[config.mk]
export PLATFORM = sky130hd
export DESIGN_NAME = gpio_bank_regfile
export DESIGN_NICKNAME = d
export VERILOG_FILES = /design/src/rtl/gpio_bank_pkg.sv /design/src/rtl/gpio_addr_decode.sv /design/src/rtl/gpio_port_regs.sv /design/src/rtl/gpio_in_sync.sv /design/src/rtl/gpio_bank_regfile.sv
export SDC_FILE = /design/constraint.sdc
export NUM_CORES = 1
export LEC_CHECK = 0
export BUFFER_PORTS_ARGS = -buffer_cell sky130_fd_sc_hd__buf_2
export CORE_MARGIN = 4
export CORE_UTILIZATION = 50
export CTS_CLUSTER_DIAMETER = 50
export CTS_CLUSTER_SIZE = 25
export DETAILED_ROUTE_END_ITERATION = 6
export PLACE_DENSITY_LB_ADDON = 0.25
export SLEW_MARGIN = 5
export SYNTH_ARGS = -nofsm -noshare
export SYNTH_HDL_FRONTEND = slang
export SYNTH_SLANG_ARGS = --single-unit
[constraint.sdc]
create_clock -name clk -period 4 [get_ports clk]
set_input_delay 0.8 -clock clk [delete_from_list [all_inputs] [get_ports clk]]
set_output_delay 0.8 -clock clk [all_outputs]
set_load 0.05 [all_outputs]
[src/rtl/gpio_bank_pkg.sv]
package gpio_bank_pkg;
  localparam int PORT_W  = 8;
  localparam int NPORT   = 4;
  localparam int PIN_W   = PORT_W * NPORT;
  localparam int WIN_SZ  = 'h40;

  typedef enum logic [1:0] {
    KIND_FSEL = 2'd0,
    KIND_DEN  = 2'd1,
    KIND_DVAL = 2'd2,
    KIND_LVL  = 2'd3
  } reg_kind_e;

  // New register byte after a write; in the alias window the upper byte is a per-bit mask.
  function automatic logic [PORT_W-1:0] merge_byte(input logic [PORT_W-1:0] cur,
                                                   input logic [2*PORT_W-1:0] wd,
                                                   input logic masked);
    logic [PORT_W-1:0] m;
    m = masked ? wd[2*PORT_W-1:PORT_W] : {PORT_W{1'b1}};
    return (cur & ~m) | (wd[PORT_W-1:0] & m);
  endfunction
endpackage

[src/rtl/gpio_addr_decode.sv]
module gpio_addr_decode
  import gpio_bank_pkg::*;
#(
  parameter int ADDR_W      = 12,
  parameter int BANK_IDX    = 1,
  parameter int BANK_STRIDE = 'h100,
  parameter int ALIAS_OFS   = 'h80
) (
  input  logic              clk,
  input  logic              rst_n,
  input  logic              bus_en,
  input  logic              bus_we,
  input  logic [ADDR_W-1:0] bus_addr,
  output logic [NPORT-1:0]  wr_fsel,
  output logic [NPORT-1:0]  wr_den,
  output logic [NPORT-1:0]  wr_dval,
  output logic              wr_masked,
  output logic              rd_hit,
  output reg_kind_e         rd_kind,
  output logic [1:0]        rd_port
);
  localparam logic [ADDR_W-1:0] PLAIN_BASE = ADDR_W'(BANK_IDX * BANK_STRIDE);
  localparam logic [ADDR_W-1:0] ALIAS_BASE = ADDR_W'(BANK_IDX * BANK_STRIDE + ALIAS_OFS);

  logic      in_plain, in_alias, mapped;
  reg_kind_e kind;
  logic [1:0] port;

  // Window bases are multiples of the 64-byte window size.
  assign in_plain = (bus_addr[ADDR_W-1:6] == PLAIN_BASE[ADDR_W-1:6]) && (bus_addr[1:0] == 2'b00);
  assign in_alias = (bus_addr[ADDR_W-1:6] == ALIAS_BASE[ADDR_W-1:6]) && (bus_addr[1:0] == 2'b00);
  assign kind     = reg_kind_e'(bus_addr[5:4]);
  assign port     = bus_addr[3:2];
  assign mapped   = in_plain || (in_alias && kind != KIND_LVL);

  logic wr_go;
  assign wr_go     = bus_en && bus_we && mapped && (kind != KIND_LVL);
  assign wr_masked = in_alias;

  for (genvar q = 0; q < NPORT; q++) begin : g_strb
    assign wr_fsel[q] = wr_go && (kind == KIND_FSEL) && (port == 2'(q));
    assign wr_den[q]  = wr_go && (kind == KIND_DEN)  && (port == 2'(q));
    assign wr_dval[q] = wr_go && (kind == KIND_DVAL) && (port == 2'(q));
  end

  assign rd_hit  = mapped;
  assign rd_kind = kind;
  assign rd_port = port;


  unmapped_no_write_chk: assert property (@(posedge clk) disable iff (!rst_n)
    (!in_plain && !in_alias) |-> ({wr_fsel, wr_den, wr_dval} == '0));

  level_no_write_chk: assert property (@(posedge clk) disable iff (!rst_n)
    $onehot0({wr_fsel, wr_den, wr_dval}));
endmodule

[src/rtl/gpio_port_regs.sv]
module gpio_port_regs
  import gpio_bank_pkg::*;
(
  input  logic                clk,
  input  logic                rst_n,
  input  logic                wr_fsel,
  input  logic                wr_den,
  input  logic                wr_dval,
  input  logic                wr_masked,
  input  logic [2*PORT_W-1:0] wdata,
  output logic [PORT_W-1:0]   fsel_q,
  output logic [PORT_W-1:0]   den_q,
  output logic [PORT_W-1:0]   dval_q
);
  always_ff @(posedge clk) begin
    if (!rst_n) begin
      fsel_q <= '0;
      den_q  <= '0;
      dval_q <= '0;
    end else begin
      if (wr_fsel) fsel_q <= merge_byte(fsel_q, wdata, wr_masked);
      if (wr_den)  den_q  <= merge_byte(den_q,  wdata, wr_masked);
      if (wr_dval) dval_q <= merge_byte(dval_q, wdata, wr_masked);
    end
  end


  plain_write_chk: assert property (@(posedge clk) disable iff (!rst_n)
    (wr_dval && !wr_masked) |=> (dval_q == $past(wdata[PORT_W-1:0])));

  mask_keep_chk: assert property (@(posedge clk) disable iff (!rst_n)
    (wr_fsel && wr_masked) |=> (((fsel_q ^ $past(fsel_q)) & ~$past(wdata[2*PORT_W-1:PORT_W])) == '0));

  mask_set_chk: assert property (@(posedge clk) disable iff (!rst_n)
    (wr_den && wr_masked) |=> (((den_q ^ $past(wdata[PORT_W-1:0])) & $past(wdata[2*PORT_W-1:PORT_W])) == '0));
endmodule

[src/rtl/gpio_in_sync.sv]
module gpio_in_sync #(
  parameter int WIDTH = 32
) (
  input  logic             clk,
  input  logic             rst_n,
  input  logic [WIDTH-1:0] d,
  output logic [WIDTH-1:0] q
);
  logic [WIDTH-1:0] stage1;
  logic [1:0]       age;

  always_ff @(posedge clk) begin
    if (!rst_n) begin
      stage1 <= '0;
      q      <= '0;
      age    <= '0;
    end else begin
      stage1 <= d;
      q      <= stage1;
      if (age != 2'd2) age <= age + 2'd1;
    end
  end


  two_stage_chk: assert property (@(posedge clk) disable iff (!rst_n)
    (age == 2'd2) |-> (q == $past(d, 2)));
endmodule

[src/rtl/gpio_bank_regfile.sv]
module gpio_bank_regfile
  import gpio_bank_pkg::*;
#(
  parameter int ADDR_W      = 12,
  parameter int BANK_IDX    = 1,
  parameter int BANK_STRIDE = 'h100,
  parameter int ALIAS_OFS   = 'h80
) (
  input  logic              clk,
  input  logic              rst_n,
  input  logic              bus_en,
  input  logic              bus_we,
  input  logic [ADDR_W-1:0] bus_addr,
  input  logic [31:0]       bus_wdata,
  output logic [31:0]       bus_rdata,
  input  logic [31:0]       pad_in,
  output logic [31:0]       pad_out,
  output logic [31:0]       pad_oe
);
  logic [NPORT-1:0] wr_fsel, wr_den, wr_dval;
  logic             wr_masked, rd_hit;
  reg_kind_e        rd_kind;
  logic [1:0]       rd_port;
  logic [PIN_W-1:0] lvl_sync;
  logic [PORT_W-1:0] fsel [NPORT];
  logic [PORT_W-1:0] den  [NPORT];
  logic [PORT_W-1:0] dval [NPORT];
  logic [15:0]      unused_wdata;

  assign unused_wdata = bus_wdata[31:16];

  gpio_addr_decode #(
    .ADDR_W(ADDR_W), .BANK_IDX(BANK_IDX), .BANK_STRIDE(BANK_STRIDE), .ALIAS_OFS(ALIAS_OFS)
  ) dec_i (
    .clk(clk), .rst_n(rst_n), .bus_en(bus_en), .bus_we(bus_we), .bus_addr(bus_addr),
    .wr_fsel(wr_fsel), .wr_den(wr_den), .wr_dval(wr_dval), .wr_masked(wr_masked),
    .rd_hit(rd_hit), .rd_kind(rd_kind), .rd_port(rd_port)
  );

  for (genvar q = 0; q < NPORT; q++) begin : g_port
    gpio_port_regs regs_i (
      .clk(clk), .rst_n(rst_n),
      .wr_fsel(wr_fsel[q]), .wr_den(wr_den[q]), .wr_dval(wr_dval[q]),
      .wr_masked(wr_masked), .wdata(bus_wdata[15:0]),
      .fsel_q(fsel[q]), .den_q(den[q]), .dval_q(dval[q])
    );
    assign pad_out[q*PORT_W +: PORT_W] = dval[q];
    assign pad_oe[q*PORT_W +: PORT_W]  = fsel[q] & den[q];
  end

  gpio_in_sync #(.WIDTH(PIN_W)) sync_i (
    .clk(clk), .rst_n(rst_n), .d(pad_in), .q(lvl_sync)
  );

  logic [PORT_W-1:0] rd_byte;
  always_comb begin
    rd_byte = '0;
    if (rd_hit) begin
      unique case (rd_kind)
        KIND_FSEL: rd_byte = fsel[rd_port];
        KIND_DEN:  rd_byte = den[rd_port];
        KIND_DVAL: rd_byte = dval[rd_port];
        KIND_LVL:  rd_byte = lvl_sync[rd_port*PORT_W +: PORT_W];
      endcase
    end
  end

  logic rd_go;
  assign rd_go = bus_en && !bus_we;

  always_ff @(posedge clk) begin
    if (!rst_n)     bus_rdata <= '0;
    else if (rd_go) bus_rdata <= {24'd0, rd_byte};
  end


  rdata_upper_chk: assert property (@(posedge clk) disable iff (!rst_n)
    bus_rdata[31:8] == '0);

  rdata_hold_chk: assert property (@(posedge clk) disable iff (!rst_n)
    !rd_go |=> $stable(bus_rdata));

  oe_gated_chk: assert property (@(posedge clk) disable iff (!rst_n)
    (pad_oe & ~{fsel[3], fsel[2], fsel[1], fsel[0]}) == '0);
endmodule

# [Word level (Yosys, flattened, before mapping)]
# Cells that the tools add are included.
# Widths: inputs -> output; s select.
[word_totals] ff_bits=168 inputBits=80 out_inout_bits=96 wordCells=96
[classes] order_cmp=1 n_eq_ne=9 n_shift=1 n_mux=12 bitwise=31 reduce_logical=27
[ops] op="$and 8x8->8" count=17
[ops] op="$or 8x8->8" count=12
[ops] op="$mux 8" count=8
[ops] op="$bmux 8 s2" count=3
[ops] op="$pmux 8 s4" count=1
[ops] op="$shiftx 32x6->8" count=1
[ops] op="$logic_and 1x1->1" count=22
[ops] op="$eq 6x3->1 const B" count=2
[ops] op="$eq 2x2->1 const B" count=4
[ops] op="$not 8->8" count=1
[ops] op="$logic_not 2->1" count=3
[ops] op="$eq 2x1->1 const B" count=2
[ops] op="$ge 3x3->1 const B" count=1
[ops] op="$not 2->3" count=1
[ops] op="$ne 2x2->1 const B" count=1
[ops] op="$logic_not 1->1" count=1
[ops] op="$logic_or 1x1->1" count=1

# [Depth between registers and ports, before layout]
[logic_depth] word_depth=8 depth_mapped=7 ltp_nobuf=4

# [Hierarchy]
# A second synthesis with hierarchy kept.
[unflattened] hier_cells=825 area_unflattened_um2=7843.8
[by_module_without_submodules] module="gpio_port_regs" instances=4 cells_per_inst=118 area_each_um2=1018.5 seq_area_each_um2=480.5
[by_module_without_submodules] module="gpio_in_sync" instances=1 cells_per_inst=134 area_each_um2=1791.7 seq_area_each_um2=1281.2
[by_module_without_submodules] module="gpio_bank_regfile" instances=1 cells_per_inst=187 area_each_um2=1762.9 seq_area_each_um2=160.2
[by_module_without_submodules] module="gpio_addr_decode" instances=1 cells_per_inst=32 area_each_um2=215.2 seq_area_each_um2=0.0

# [Least setup slack after synthesis]
# No wires, ideal clock.
[synth_timing] path_type="in2reg" from="in bus_addr[6]" to="reg (tool-made name)" setup_ps=72 arrival_ps=2291 required_ps=3928 slack_ps=1637 cell_stages=6 n_path_buf=2 cell_sequence="or4b_1 -> buf_2 -> or4_1 -> buf_2 -> nand2_1 -> mux2i_1"
[synth_lines] item="from (decl)" line="gpio_bank_regfile.sv:13" source="input logic [ADDR_W-1:0] bus_addr,"

==> flow_metrics.env <==
export IMPL_status="finished, final reports clean"
export IMPL_crit_required_ns=4.31
export IMPL_antenna_found_initial=0
export IMPL_ys_top_cells_by_area="dfxtp_1 44%, mux4_2 9.1%, and2_1 8.0%"
export IMPL_start_util_pct=50.7
export IMPL_final_cells=1042
export IMPL_area_growth_pct=15.0
export IMPL_cts_sinks=168
export IMPL_syn_avg_cell_area_um2=10.4
export IMPL_fp_dieArea_mm2=0.0174
export IMPL_place_inst=1010
export IMPL_drc=0
export IMPL_rsz0062_at_grt="false"
export IMPL_wire_per_inst_um=19.4
export IMPL_end_kind="flip-flop"
export IMPL_final_nets=921
export IMPL_drt_total_wl_mm=20.2
export IMPL_setup_violations=0
export IMPL_final_setup_skew_ns=0.0115
export IMPL_p_per_area_mw_per_mm2=399
export IMPL_drive_gt1_share_pct=27.2
export IMPL_ios=176
export IMPL_ys_types=43
export IMPL_crit_family="simple AND/OR/NAND/NOR gates"
export IMPL_die_y_um=132
export IMPL_yosysTopAreaCellShare_pct=43.8
export IMPL_dp_hpwl_mm=14.8
export IMPL_most_common_layout_cells="168 x dfxtp_1, 134 x buf_2, 98 x and2_1, 93 x nand2_1, 52 x mux2i_1"
export IMPL_ys_warn_count=0
export IMPL_critPathArrivalTime_ns=3.09
export IMPL_ys_flop_type="dfxtp_1"
export IMPL_hold_path_class="reg2reg"
export IMPL_critPathLaunchType="input port"
export IMPL_fillCellCount=1336
export IMPL_grt_pass1_vias=5763
export IMPL_coreArea_mm2=0.0151
export IMPL_mostFrequentLayoutCell="dfxtp_1"
export IMPL_p_total_w=0.00353
export IMPL_grt_max_degree=80
export IMPL_period_share_pct=69.6
export IMPL_leakagePower_nw=3.77
export IMPL_cts_made_buffers=17
export IMPL_ctsHtreeMaxLevel=4
export IMPL_path_max_fanout=19
export IMPL_clkTransAtPathRegs_ns=0.06
export IMPL_worst_pin_slew_ns=1.17
export IMPL_viasPerCell=5.72
export IMPL_worstPathBufferInverterCount=1
export IMPL_gp_congestion=0.899
export IMPL_hold_viol_final=0
export IMPL_cts_tree="done"
export IMPL_period_needed_ns=2.78
export IMPL_ctsResizeCount=0
export IMPL_ys_ff_latch=168
export IMPL_maxSlewViolCount=0
export IMPL_num_vias=5961
export IMPL_post_synth_top_area_cell="dfxtp_1"
export IMPL_r2r_setup_slack_ns=2.43
export IMPL_holdWs_ns=0.430
export IMPL_crit_path_cell_trace="buf_2, or4b_1, nor4_4, o211ai_1, o31ai_1"
export IMPL_slowest_stage="or4b_1"
export IMPL_row_count=45
export IMPL_first_pass_iters=5
export IMPL_worst_ir_drop_vdd_v=0.000262
export IMPL_die_w_um=132
export IMPL_diodes=0
export IMPL_fmax_mhz=359
export IMPL_syn_cell_area_mm2=0.00769
export IMPL_grtUsageTotal_pct=22.9
export IMPL_overflow=0
export IMPL_ant_nets=0
export IMPL_syn_inst=742
export IMPL_finalSetupTns_ns=0
export IMPL_root_buffer="clkbuf_16"
export IMPL_finalWorstSetupSlack_ns=1.22
export IMPL_cap_violations=0
export IMPL_port_buffers=135
export IMPL_postCtsHoldBufs=0
export IMPL_ys_seq_area_share_pct=43.8
export IMPL_synth_edf_count=0
export IMPL_async_reset_ff_share_pct=0
export IMPL_dp_slack_ns=0.814
export IMPL_drt_iter0_drc=478
export IMPL_grt_pass1_wl_mm=31.1
export IMPL_relSlewSlack_pct=21.7
export IMPL_crit_type="in2reg"
export IMPL_clkLatencyLatePin_ns=0.42
export IMPL_cts_setup_buffers=0
export IMPL_clockBufferDepth=2
export IMPL_cpPeakStageDelay_ns=0.97
[logic make-up after synthesis]
logic type	after synthesis	share of synthesized area, %
AOI/OAI and AO/OA	127	11.3
buffers and inverters	91	6.50
DFF	168	43.8
muxes	90	16.9
other	1	0.0488
and+or+nand+nor	265	21.5
[worst register-to-register path: stages (launching register included)]
cell	delay (ns)
dfxtp_1	0.33
mux4_2	0.51
mux2_2	0.32
a22oi_1	0.17
o21ai_0	0.11
[through the flow]
step | area [um2] | utilization [%]
2_1_floorplan | 7770 | -
3_3_place_gp | 8270 | 54.6
3_5_place_dp | 8270 | 54.6
4_1_cts | 8840 | 58.4
5_1_grt | 8840 | 58.4
6_report | 8840 | 58.4
[path summary, 6_finish.rpt]
kind / from / cells after the start / end
min: sync_i.stage1[18] / 1 / sync_i.q[18]
min reg2reg: sync_i.stage1[18] / 1 / sync_i.q[18]
max: bus_addr[6] / 5 / flip-flop
max reg2reg: flip-flop / 4 / bus_rdata[2]
[report_power, final]
part	internal [W]	switching, W
Combinational	0.0000730	0.000173
Clock	0.000886	0.000683
Sequential	0.00170	0.00000668
[Yosys cell counts (3+ instances only)]
| master | n |
|---|---|
| mux2_2 | 7 |
| mux2i_1 | 52 |
| nor4_4 | 12 |
| dfxtp_1 | 168 |
| o31ai_1 | 42 |
| nand4_1 | 7 |
| a22oi_1 | 7 |
| or4_1 | 8 |
| nand3_1 | 16 |
| or3_1 | 3 |
| mux4_2 | 31 |
| and2_1 | 98 |
| inv_1 | 4 |
| o21ai_0 | 19 |
| nor3_2 | 3 |
| buf_1 | 5 |
| nor3_1 | 3 |
| o211ai_1 | 42 |
| clkbuf_1 | 32 |
| buf_2 | 15 |
| a21oi_1 | 14 |
| nand2_1 | 93 |
| buf_4 | 33 |
[area by class of cell]
| class | count | area, um2 | share of cell area, % |
|---|---|---|---|
| multi-input cells | 506 | 3910 | 44.2 |
| clock buffers | 18 | 439 | 4.97 |
| clock inverters | 14 | 134 | 1.51 |
| inverters | 4 | 15.0 | 0.170 |
| repair buffers | 144 | 746 | 8.43 |
| flip-flops and latches | 168 | 3360 | 38.0 |
| well taps | 188 | 235 | 2.66 |
[metal layers]
layer / part of all wire [%] / vias to the layer above / GRT usage, %
met2: 47 / 281 / 37.5
met1: 42 / 2805 / 29.5
met3: 8.6 / 34 / 5.99
met4: 2.7 / 0 / 8.28
met5: 0 / - / 0
li1: - / 2841 / -
Note: power is estimated with default switching activity, not from simulation.
